### src/rtl/lvt_timer_pkg.sv
`timescale 1ns/1ps
package lvt_timer_pkg;
  localparam int DIV_EXP_W = 3;
  localparam int MASK_BIT = 16;
  localparam int PERIODIC_BIT = 17;
  localparam logic [31:0] ENTRY_KEEP  = 32'h0003_10FF;
  localparam logic [31:0] ENTRY_RESET = 32'h0001_0000;

  typedef enum logic [1:0] {
    SEL_START = 2'd0,
    SEL_DIV   = 2'd1,
    SEL_ENTRY = 2'd2,
    SEL_NONE  = 2'd3
  } regSel_e;

  typedef struct packed {
    logic loadStart;
    logic preRestart;
  } dpStrobes_t;

  function automatic logic [DIV_EXP_W-1:0] packDivCode(input logic [3:0] cfg);
    return {cfg[3], cfg[1], cfg[0]};
  endfunction
endpackage

### src/rtl/lvt_timer_ctrl.sv
`timescale 1ns/1ps
module lvt_timer_ctrl
  import lvt_timer_pkg::*;
#(
  parameter int COUNT_W = 32,
  parameter int PEND_W  = 3
) (
  input  logic                 clk,
  input  logic                 rstN,
  input  logic                 wrEn,
  input  logic [1:0]           wrSel,
  input  logic [31:0]          wrData,
  input  logic                 swEnable,
  input  logic                 irqAck,
  input  logic                 expire,
  output dpStrobes_t           strobes,
  output logic [COUNT_W-1:0]   startVal,
  output logic [DIV_EXP_W-1:0] divCode,
  output logic                 periodic,
  output logic [31:0]          entryReg,
  output logic [PEND_W-1:0]    pendCnt,
  output logic                 irqReq
);
  localparam logic [PEND_W-1:0] PEND_MAX = '1;

  logic [3:0] divCfg;
  logic       wrStart, wrDiv, wrEntry;
  logic       clearPend, decPend;

  assign wrStart = wrEn && (regSel_e'(wrSel) == SEL_START);
  assign wrDiv   = wrEn && (regSel_e'(wrSel) == SEL_DIV);
  assign wrEntry = wrEn && (regSel_e'(wrSel) == SEL_ENTRY);

  assign strobes.loadStart  = wrStart;
  assign strobes.preRestart = wrStart || wrDiv;

  assign divCode  = packDivCode(divCfg);
  assign periodic = entryReg[PERIODIC_BIT];

  always_ff @(posedge clk) begin
    if (!rstN) begin
      startVal <= '0;
      divCfg   <= '0;
    end else begin
      if (wrStart) startVal <= wrData[COUNT_W-1:0];
      if (wrDiv)   divCfg   <= wrData[3:0];
    end
  end

  always_ff @(posedge clk) begin
    if (!rstN) begin
      entryReg <= ENTRY_RESET;
    end else if (!swEnable) begin
      entryReg <= (wrEntry ? (wrData & ENTRY_KEEP) : entryReg) | (32'd1 << MASK_BIT);
    end else if (wrEntry) begin
      entryReg <= wrData & ENTRY_KEEP;
    end
  end

  assign irqReq    = swEnable && !entryReg[MASK_BIT] && (pendCnt != '0);
  assign decPend   = irqReq && irqAck;
  assign clearPend = !swEnable || wrStart;

  always_ff @(posedge clk) begin
    if (!rstN || clearPend) begin
      pendCnt <= '0;
    end else begin
      unique case ({expire, decPend})
        2'b10:   pendCnt <= (pendCnt == PEND_MAX) ? PEND_MAX : pendCnt + 1'b1;
        2'b01:   pendCnt <= pendCnt - 1'b1;
        default: pendCnt <= pendCnt;
      endcase
    end
  end

  assert_sat_hold_R9: assert property (@(posedge clk) disable iff (!rstN)
    (pendCnt == PEND_MAX && expire && !decPend && !clearPend) |=> (pendCnt == PEND_MAX));

  assert_disable_clears_R6: assert property (@(posedge clk) disable iff (!rstN)
    !swEnable |=> (pendCnt == '0 && entryReg[MASK_BIT]));

  assert_ack_decrements_R7: assert property (@(posedge clk) disable iff (!rstN)
    (irqReq && irqAck && !expire && !clearPend) |=> (pendCnt == $past(pendCnt) - 1'b1));
endmodule

### src/rtl/lvt_timer_datapath.sv
`timescale 1ns/1ps
module lvt_timer_datapath
  import lvt_timer_pkg::*;
#(
  parameter int COUNT_W = 32
) (
  input  logic                 clk,
  input  logic                 rstN,
  input  logic                 busTick,
  input  dpStrobes_t           strobes,
  input  logic [COUNT_W-1:0]   loadVal,
  input  logic [COUNT_W-1:0]   startVal,
  input  logic [DIV_EXP_W-1:0] divCode,
  input  logic                 periodic,
  output logic                 expire,
  output logic [COUNT_W-1:0]   curCount
);
  localparam int PRE_W = (1 << DIV_EXP_W) - 1;

  logic [PRE_W-1:0]     preCnt;
  logic [DIV_EXP_W-1:0] expVal;
  logic [PRE_W:0]       divFull;
  logic [PRE_W-1:0]     divLimit;
  logic                 divTick;
  logic [COUNT_W-1:0]   countReg;
  logic                 running;

  assign expVal   = divCode + DIV_EXP_W'(1);
  assign divFull  = ((PRE_W+1)'(1) << expVal) - (PRE_W+1)'(1);
  assign divLimit = divFull[PRE_W-1:0];
  assign divTick  = busTick && (preCnt == divLimit);

  always_ff @(posedge clk) begin
    if (!rstN || strobes.preRestart) begin
      preCnt <= '0;
    end else if (busTick) begin
      preCnt <= divTick ? '0 : preCnt + 1'b1;
    end
  end

  assign expire = divTick && running && !strobes.loadStart && (countReg == COUNT_W'(1));

  always_ff @(posedge clk) begin
    if (!rstN) begin
      countReg <= '0;
      running  <= 1'b0;
    end else if (strobes.loadStart) begin
      countReg <= loadVal;
      running  <= (loadVal != '0);
    end else if (expire) begin
      if (periodic) begin
        countReg <= startVal;
      end else begin
        countReg <= '0;
        running  <= 1'b0;
      end
    end else if (divTick && running) begin
      countReg <= countReg - 1'b1;
    end
  end

  assign curCount = (startVal == '0) ? '0 : countReg;

  assert_zero_load_stops_R2: assert property (@(posedge clk) disable iff (!rstN)
    (strobes.loadStart && loadVal == '0) |=> (countReg == '0 && !running));

  assert_oneshot_holds_R4: assert property (@(posedge clk) disable iff (!rstN)
    (expire && !periodic) |=> (countReg == '0 && !running));

  assert_periodic_reload_R4: assert property (@(posedge clk) disable iff (!rstN)
    (expire && periodic) |=> (countReg == $past(startVal)));

  assert_zero_start_reads_zero_R3: assert property (@(posedge clk) disable iff (!rstN)
    (strobes.loadStart && loadVal == '0) |=> (curCount == '0));
endmodule

### src/rtl/lvt_timer.sv
`timescale 1ns/1ps
module lvt_timer
  import lvt_timer_pkg::*;
#(
  parameter int COUNT_W = 32,
  parameter int PEND_W  = 3
) (
  input  logic               clk,
  input  logic               rstN,
  input  logic               busTick,
  input  logic               wrEn,
  input  logic [1:0]         wrSel,
  input  logic [31:0]        wrData,
  input  logic               swEnable,
  input  logic               irqAck,
  output logic [COUNT_W-1:0] curCount,
  output logic [31:0]        entryOut,
  output logic [PEND_W-1:0]  pendCount,
  output logic               irqReq,
  output logic [7:0]         irqVector
);
  dpStrobes_t           strobes;
  logic [COUNT_W-1:0]   startVal;
  logic [DIV_EXP_W-1:0] divCode;
  logic                 periodic;
  logic                 expire;

  lvt_timer_ctrl #(.COUNT_W(COUNT_W), .PEND_W(PEND_W)) uCtrl (
    .clk(clk), .rstN(rstN), .wrEn(wrEn), .wrSel(wrSel), .wrData(wrData),
    .swEnable(swEnable), .irqAck(irqAck), .expire(expire), .strobes(strobes),
    .startVal(startVal), .divCode(divCode), .periodic(periodic),
    .entryReg(entryOut), .pendCnt(pendCount), .irqReq(irqReq)
  );

  lvt_timer_datapath #(.COUNT_W(COUNT_W)) uDp (
    .clk(clk), .rstN(rstN), .busTick(busTick), .strobes(strobes),
    .loadVal(wrData[COUNT_W-1:0]), .startVal(startVal), .divCode(divCode),
    .periodic(periodic), .expire(expire), .curCount(curCount)
  );

  assign irqVector = entryOut[7:0];
endmodule

### config.mk
export PLATFORM = sky130hd
export DESIGN_NAME = lvt_timer
export DESIGN_NICKNAME = d
export VERILOG_FILES = /design/src/rtl/lvt_timer_pkg.sv /design/src/rtl/lvt_timer_ctrl.sv /design/src/rtl/lvt_timer_datapath.sv /design/src/rtl/lvt_timer.sv
export SDC_FILE = /design/constraint.sdc
export NUM_CORES = 1
export LEC_CHECK = 0
export BUFFER_PORTS_ARGS = -buffer_cell sky130_fd_sc_hd__buf_2
export CAP_MARGIN = 20
export CELL_PAD_IN_SITES_DETAIL_PLACEMENT = 0
export CELL_PAD_IN_SITES_GLOBAL_PLACEMENT = 1
export CORE_ASPECT_RATIO = 0.6
export CORE_MARGIN = 1
export CORE_UTILIZATION = 44
export DETAILED_ROUTE_END_ITERATION = 7
export GPL_ROUTABILITY_DRIVEN = 1
export PLACE_DENSITY = 0.88
export SYNTH_ARGS = -nofsm -noshare
export SYNTH_HDL_FRONTEND = slang
export SYNTH_SLANG_ARGS = --single-unit
export TNS_END_PERCENT = 20
### constraint.sdc
create_clock -name clk -period 5.8 [get_ports clk]
set_input_delay 0.58 -clock clk [delete_from_list [all_inputs] [get_ports clk]]
set_output_delay 0.58 -clock clk [all_outputs]
set_load 0.05 [all_outputs]
* After elaboration in Yosys (flattened, before gate mapping)
Cells that the tools add are included.
** Cells by class
- Add/sub/neg operators :: 6
- $mul :: 0
- Divide/modulo/power cells :: 0
- $lt $le $gt $ge :: 0
- Equal/unequal tests :: 8
- Shift-type cells :: 1
- Muxes and demuxes :: 12
- Bitwise logic cells :: 0
- Reductions and logical operators :: 27
** Operator list (number)
- $mux 32 :: 6
- $eq 32x1->1 const B :: 1
- $logic_not 32->1 :: 1
- $reduce_bool 32->1 :: 1
- $sub 32x1->32 const B :: 1
- $logic_and 1x1->1 :: 10
- $add 7x1->7 const B :: 1
- $eq 7x7->1 :: 1
- $mux 7 :: 1
- $shl 1x3->7 const A :: 1
- $sub 7x2->7 const B :: 1
- $add 3x1->3 const B :: 2
- $pmux 3 s2 :: 1
- $reduce_bool 3->1 :: 2
- $eq 2x1->1 const B :: 2
- $eq 2x2->1 const B :: 2
- $logic_not 1->1 :: 4
- $logic_or 1x1->1 :: 4
- $reduce_and 2->1 :: 2
- $reduce_bool 2->1 :: 2
- $eq 3x3->1 const B :: 1
- $mux 1 :: 3
- $mux 3 :: 1
- $sub 3x1->3 const B :: 1
- other kinds (2) :: 2
** Word-level totals
- Flip-flop bits (word level) :: 111
- Bits in latches :: 0
- RAM bits :: 0
- ROM bits :: 0
- Input bits :: 40
- Output and inout bits :: 76
- Memories :: 0

* Logic depth before layout (Yosys ltp)
- Depth in word-level cells :: 10
- Mapped depth :: 15
- Mapped depth without buffers :: 13

* By module
A second synthesis with hierarchy kept.
** Unflattened totals
- Cells, all modules :: 684
- Area total of the unflattened synthesis :: 5647.9 um2
** By module, submodules not included
- lvt_timer_datapath :: instances 1, cells each 437, area an instance 3326.9 um2
- lvt_timer_ctrl :: instances 1, cells each 239, area an instance 2260.9 um2
- lvt_timer :: instances 1, cells each 8, area an instance 60.1 um2

* Worst setup path after synthesis
OpenSTA, ideal clock, no wires.
- Path kind :: register -> register
- From :: reg uCtrl.pendCnt[0]
- To :: reg uCtrl.pendCnt[2]
- Arrival time :: 3202 ps
- Data required time :: 5674 ps
- Path slack :: 2472 ps
- Stages on the path, launching flop included :: 10
- Buffers on the path :: 0
- Cell sequence :: dfxtp_1 -> inv_1 -> ha_1 -> nor2b_1 -> nor3b_1 -> and2_1 -> ha_1 -> nand3b_1 -> o21ai_0 -> a211oi_1
** On the way
- Cells in the longest elaborated chain, start to end :: 5
** Ends and longest elaborated chain
- start: declaration :: RTL line lvt_timer_ctrl.sv:21 : output logic [PEND_W-1:0] pendCnt,
- start signal: assignment :: RTL line lvt_timer_ctrl.sv:69 : 2'b10: pendCnt <= (pendCnt == PEND_MAX) ? PEND_MAX : pendCnt + 1'b1;
- start signal: assignment :: RTL line lvt_timer_ctrl.sv:70 : 2'b01: pendCnt <= pendCnt - 1'b1;
- start signal: assignment :: RTL line lvt_timer_ctrl.sv:71 : default: pendCnt <= pendCnt;
- $reduce_bool 3->1 (*) :: RTL line lvt_timer_ctrl.sv:60 : assign irqReq = swEnable && !entryReg[MASK_BIT] && (pendCnt != '0);
- $logic_and 1x1->1 (*) :: RTL line lvt_timer_ctrl.sv:60
- net irqReq :: RTL line lvt_timer.sv:19 : output logic irqReq,
- $logic_and 1x1->1 (*) :: RTL line lvt_timer_ctrl.sv:61 : assign decPend = irqReq && irqAck;
- $eq 2x1->1 / $eq 2x2->1 (equally long branches) :: RTL line lvt_timer_ctrl.sv:68 : unique case ({expire, decPend})
- $pmux 3 s2 / $reduce_bool 2->1 (equally long branches)
The timed path passes the listed nets; every way through them passes the cells marked *.
A chain may end at the register's enable or synchronous reset.

* Final worst setup path
- From :: reg uCtrl.divCfg[0]
- To :: reg uCtrl.pendCnt[1]
** On the way
- Cells in the longest elaborated chain, start to end :: 10
** Ends and longest elaborated chain
- start: declaration :: RTL line lvt_timer_ctrl.sv:26 : logic [3:0] divCfg;
- start signal: assignment :: RTL line lvt_timer_ctrl.sv:46 : if (wrDiv) divCfg <= wrData[3:0];
- $add 3x1->3 (*) :: RTL line lvt_timer_datapath.sv:28 : assign expVal = divCode + DIV_EXP_W'(1);
- $shl 1x3->7 (*) :: RTL line lvt_timer_datapath.sv:29 : assign divFull = ((PRE_W+1)'(1) << expVal) - (PRE_W+1)'(1);
- $sub 7x2->7 (*) :: RTL line lvt_timer_datapath.sv:29
- $eq 7x7->1 (*) :: RTL line lvt_timer_datapath.sv:31 : assign divTick = busTick && (preCnt == divLimit);
- $logic_and 1x1->1 (*) :: RTL line lvt_timer_datapath.sv:31
- $logic_and 1x1->1 (*) (3 in series) :: RTL line lvt_timer_datapath.sv:41 : assign expire = divTick && running && !strobes.loadStart && (countReg == COUNT_W'(1));
- $eq 2x1->1 / $eq 2x2->1 (equally long branches) :: RTL line lvt_timer_ctrl.sv:68
- $pmux 3 s2 / $reduce_bool 2->1 (equally long branches)
Mark *: on every way between the ends. The rest lies on a longest branch, timed or not.

==> flow_summary.json <==
{
  "r2r-start": "uCtrl.divCfg[0]$_SDFFE_PN0P_",
  "routed_wl_um": 18500,
  "grt_pass1_wl_um": 28700,
  "core_region_area_um2": 12300,
  "final-setup-viol-count": 0,
  "finalClockSkew_ps": 9.81,
  "grt_start_max_net_pins": 62,
  "track_usage_pct": 27.8,
  "holdBufCountCts": 0,
  "cts-buffers-inserted": 9,
  "yosysMostFrequentCell": "nand2_1",
  "required_ps": 6050,
  "hold_path_class": "in -> reg",
  "synthCells": 713,
  "crit_start": "uCtrl.divCfg[0]$_SDFFE_PN0P_",
  "overflow": 0,
  "die_w_um": 149,
  "cts_setup_buffers": 0,
  "cts.sinks": 89,
  "finalCritPeriodShare_pct": 61.4,
  "synth_area_leaders": "dfxtp_1, nand2_1, nor2b_1",
  "final_cell_count_no_fill": 940,
  "num_rows": 31,
  "place_inst": 923,
  "drive_gt1_share_pct": 18.1,
  "synth_top_flop_cell": "dfxtp_1",
  "syn_avg_cell_area_um2": 7.96,
  "initial_core_util_pct": 46.1,
  "fp.dieH_um": 90.0,
  "drt_iter0_drc": 731,
  "dieArea_um2": 13400,
  "wl_per_cell_um": 19.7,
  "yosys_warnings": 0,
  "p_leak_nw": 2.75,
  "arrival_ps": 3810,
  "r2r_slack_ps": 2240,
  "final_util_pct": 51.8,
  "ctsRootBufferMaster": "clkbuf_16",
  "endpoint": "uCtrl.pendCnt[1]$_SDFFE_PP0P_",
  "cap_violations": 0,
  "status": "finished, final reports clean",
  "cts_buffer_depth": 2,
  "antenna_cells": 0,
  "worst_pin_slew_ps": 895,
  "synth_edf_count": 0,
  "yosys.cell_types.count": 70,
  "worstReg2RegEnd": "uCtrl.pendCnt[1]$_SDFFE_PP0P_",
  "critPathLaunchType": "flip-flop",
  "rsz0062_at_grt": "false",
  "path_class": "reg -> reg",
  "h-tree-depth": 3,
  "tns_ps": 0,
  "period_needed_ps": 3560,
  "synth-async-reset-ratio_pct": 0,
  "vias": 5764,
  "final_hold_viol_count": 0,
  "synth_seq_cells": 89,
  "post_dp_cell_area_um2": 6050,
  "ant_nets": 0,
  "synthTopCellsByCount": "nand2_1, dfxtp_1, nor2_1",
  "yosys.area.top_type_share_pct": 31.4,
  "reg2reg_depth": 12,
  "route.detailed.drc": 0,
  "power_density_nw_per_um2": 266,
  "crit_fanout": 14,
  "clock_latency_ps": 350,
  "cp-end-kind": "flip-flop",
  "finalInstanceArea_um2": 6370,
  "io_pins": 116,
  "fmax_ghz": 0.281,
  "syn-cell-area_um2": 5670,
  "cts.clk_slew.worst_paths_ps": 70,
  "antenna_found_initial": 0,
  "vias_per_cell": 6.13,
  "firstDrtPassIters": 7,
  "dp_hpwl_um": 13500,
  "peakVddDrop_uv": 141,
  "syn_to_final_growth_pct": 12.3,
  "io_buffer_count": 94,
  "slew_headroom_pct": 39.8,
  "yosys.area.top_type": "dfxtp_1",
  "grt_pass1_vias": 5028,
  "finalNetCount": 818,
  "post_cts_resized": 0,
  "synth-seq-area-share_pct": 31.4,
  "cts_tree": "done",
  "place.gp.congestion": 0.945,
  "slew_viol_final": 0
}
-- flip-flops by register name, summed over array words and instances, names as in the netlist --
name and cells:
uDp.countReg 32, uCtrl.divCfg 3, uCtrl.pendCnt 3, uCtrl.startVal 32, uDp.running 1, uCtrl.entryReg 11
uDp.preCnt 7
-- placed cells by master (no fill, tap or decap), types with 4 or more instances in the layout --
master	Yosys	final
inv_1	9	9
o221a_2	4	4
a21boi_0	33	33
inv_6	0	6
nand2b_1	5	5
o221ai_1	4	4
a21oi_1	21	21
nor2b_1	44	44
nand2_1	103	103
a31oi_1	4	4
a211oi_1	13	13
xnor2_1	11	11
and2_1	5	5
buf_2	8	94
mux2i_1	17	17
a211o_1	4	4
conb_1	1	21
xor2_1	12	12
or3_1	8	8
clkbuf_16	0	9
buf_4	30	6
dfxtp_1	89	89
and3_1	14	14
o21ai_0	17	17
nand4_1	14	14
nor2_1	51	50
nand3_1	21	21
ha_1	8	8
a221o_1	12	12
nor3_1	15	14
nor4_1	24	24
nand3b_1	7	7
a21o_1	9	9
-- report_power, final --
part / switching, W / internal, W / total [W]
combinational: 0.000281 / 0.000119 / 0.000399
clock: 0.000282 / 0.000344 / 0.000626
sequential: 0.0000380 / 0.000633 / 0.000671
total: 0.000600 / 0.00110 / 0.00170
-- metal layers --
metal	GRT usage (%)	vias up	share of wire, %
met5	0	-	0
met1	45.2	2642	47
met3	7.51	26	15
met2	34.4	450	37
li1	-	2646	-
met4	6.10	0	1.1
-- cell families after synthesis --
family,count (synthesis),synth area share [%]
other,1,0.0661
buffers and inverters,84,8.11
DFF,89,31.4
xor gates and xnor gates,23,3.55
AOI/OAI and AO/OA,152,20.0
and+or+nand+nor,339,32.1
muxes,17,3.00
adders and majority gates,8,1.76
-- worst min path at each step --
stage / end / cells past startpoint / startpoint / slack [ps]
final: uCtrl.entryReg[16]$_SDFFE_PN1P_ / 2 / swEnable / 430
after global routing: uCtrl.entryReg[16]$_SDFFE_PN1P_ / 2 / swEnable / 440
after CTS: uCtrl.entryReg[16]$_SDFFE_PN1P_ / 2 / swEnable / 430
after detailed placement: uDp.countReg[3]$_SDFFE_PN0P_ / 1 / uCtrl.startVal[3]$_SDFFE_PN0P_ / 480
after global placement: uCtrl.startVal[14]$_SDFFE_PN0P_ / 2 / uCtrl.startVal[14]$_SDFFE_PN0P_ / 470
after floorplan: uDp.countReg[3]$_SDFFE_PN0P_ / 1 / uCtrl.startVal[3]$_SDFFE_PN0P_ / 450
-- worst max-delay path, stage by stage, from the launching register on --
cell	delay [ps]
dfxtp_1	440
or3_1	410
ha_1	290
o311ai_0	360
a21oi_1	170
or4_4	600
nor2_4	230
nand2_1	100
ha_1	290
a211oi_1	290
a211oi_1	80
a21oi_1	130
nor2_1	50
-- cell type report --
class                           count  area [µm²]
Tap cell                          165         206
Timing Repair Buffer              101         531
Fill cell                        1201        5920
Multi-Input combinational cell    560        3510
Clock inverter                      7        82.6
Sequential cell                    89        1780
Clock buffer                        9         225
Inverter                            9        33.8
-- through the flow --
step	power, W	worst slack (ps)	hold WS (ps)
4_1_cts	0.00168	2310	432
3_5_place_dp	0.00107	2320	478
6_report	0.00170	2240	429
2_1_floorplan	0.000973	2470	449
3_3_place_gp	0.00106	2490	465
5_1_grt	0.00175	2010	444
(Power assumes the default switching activity.)
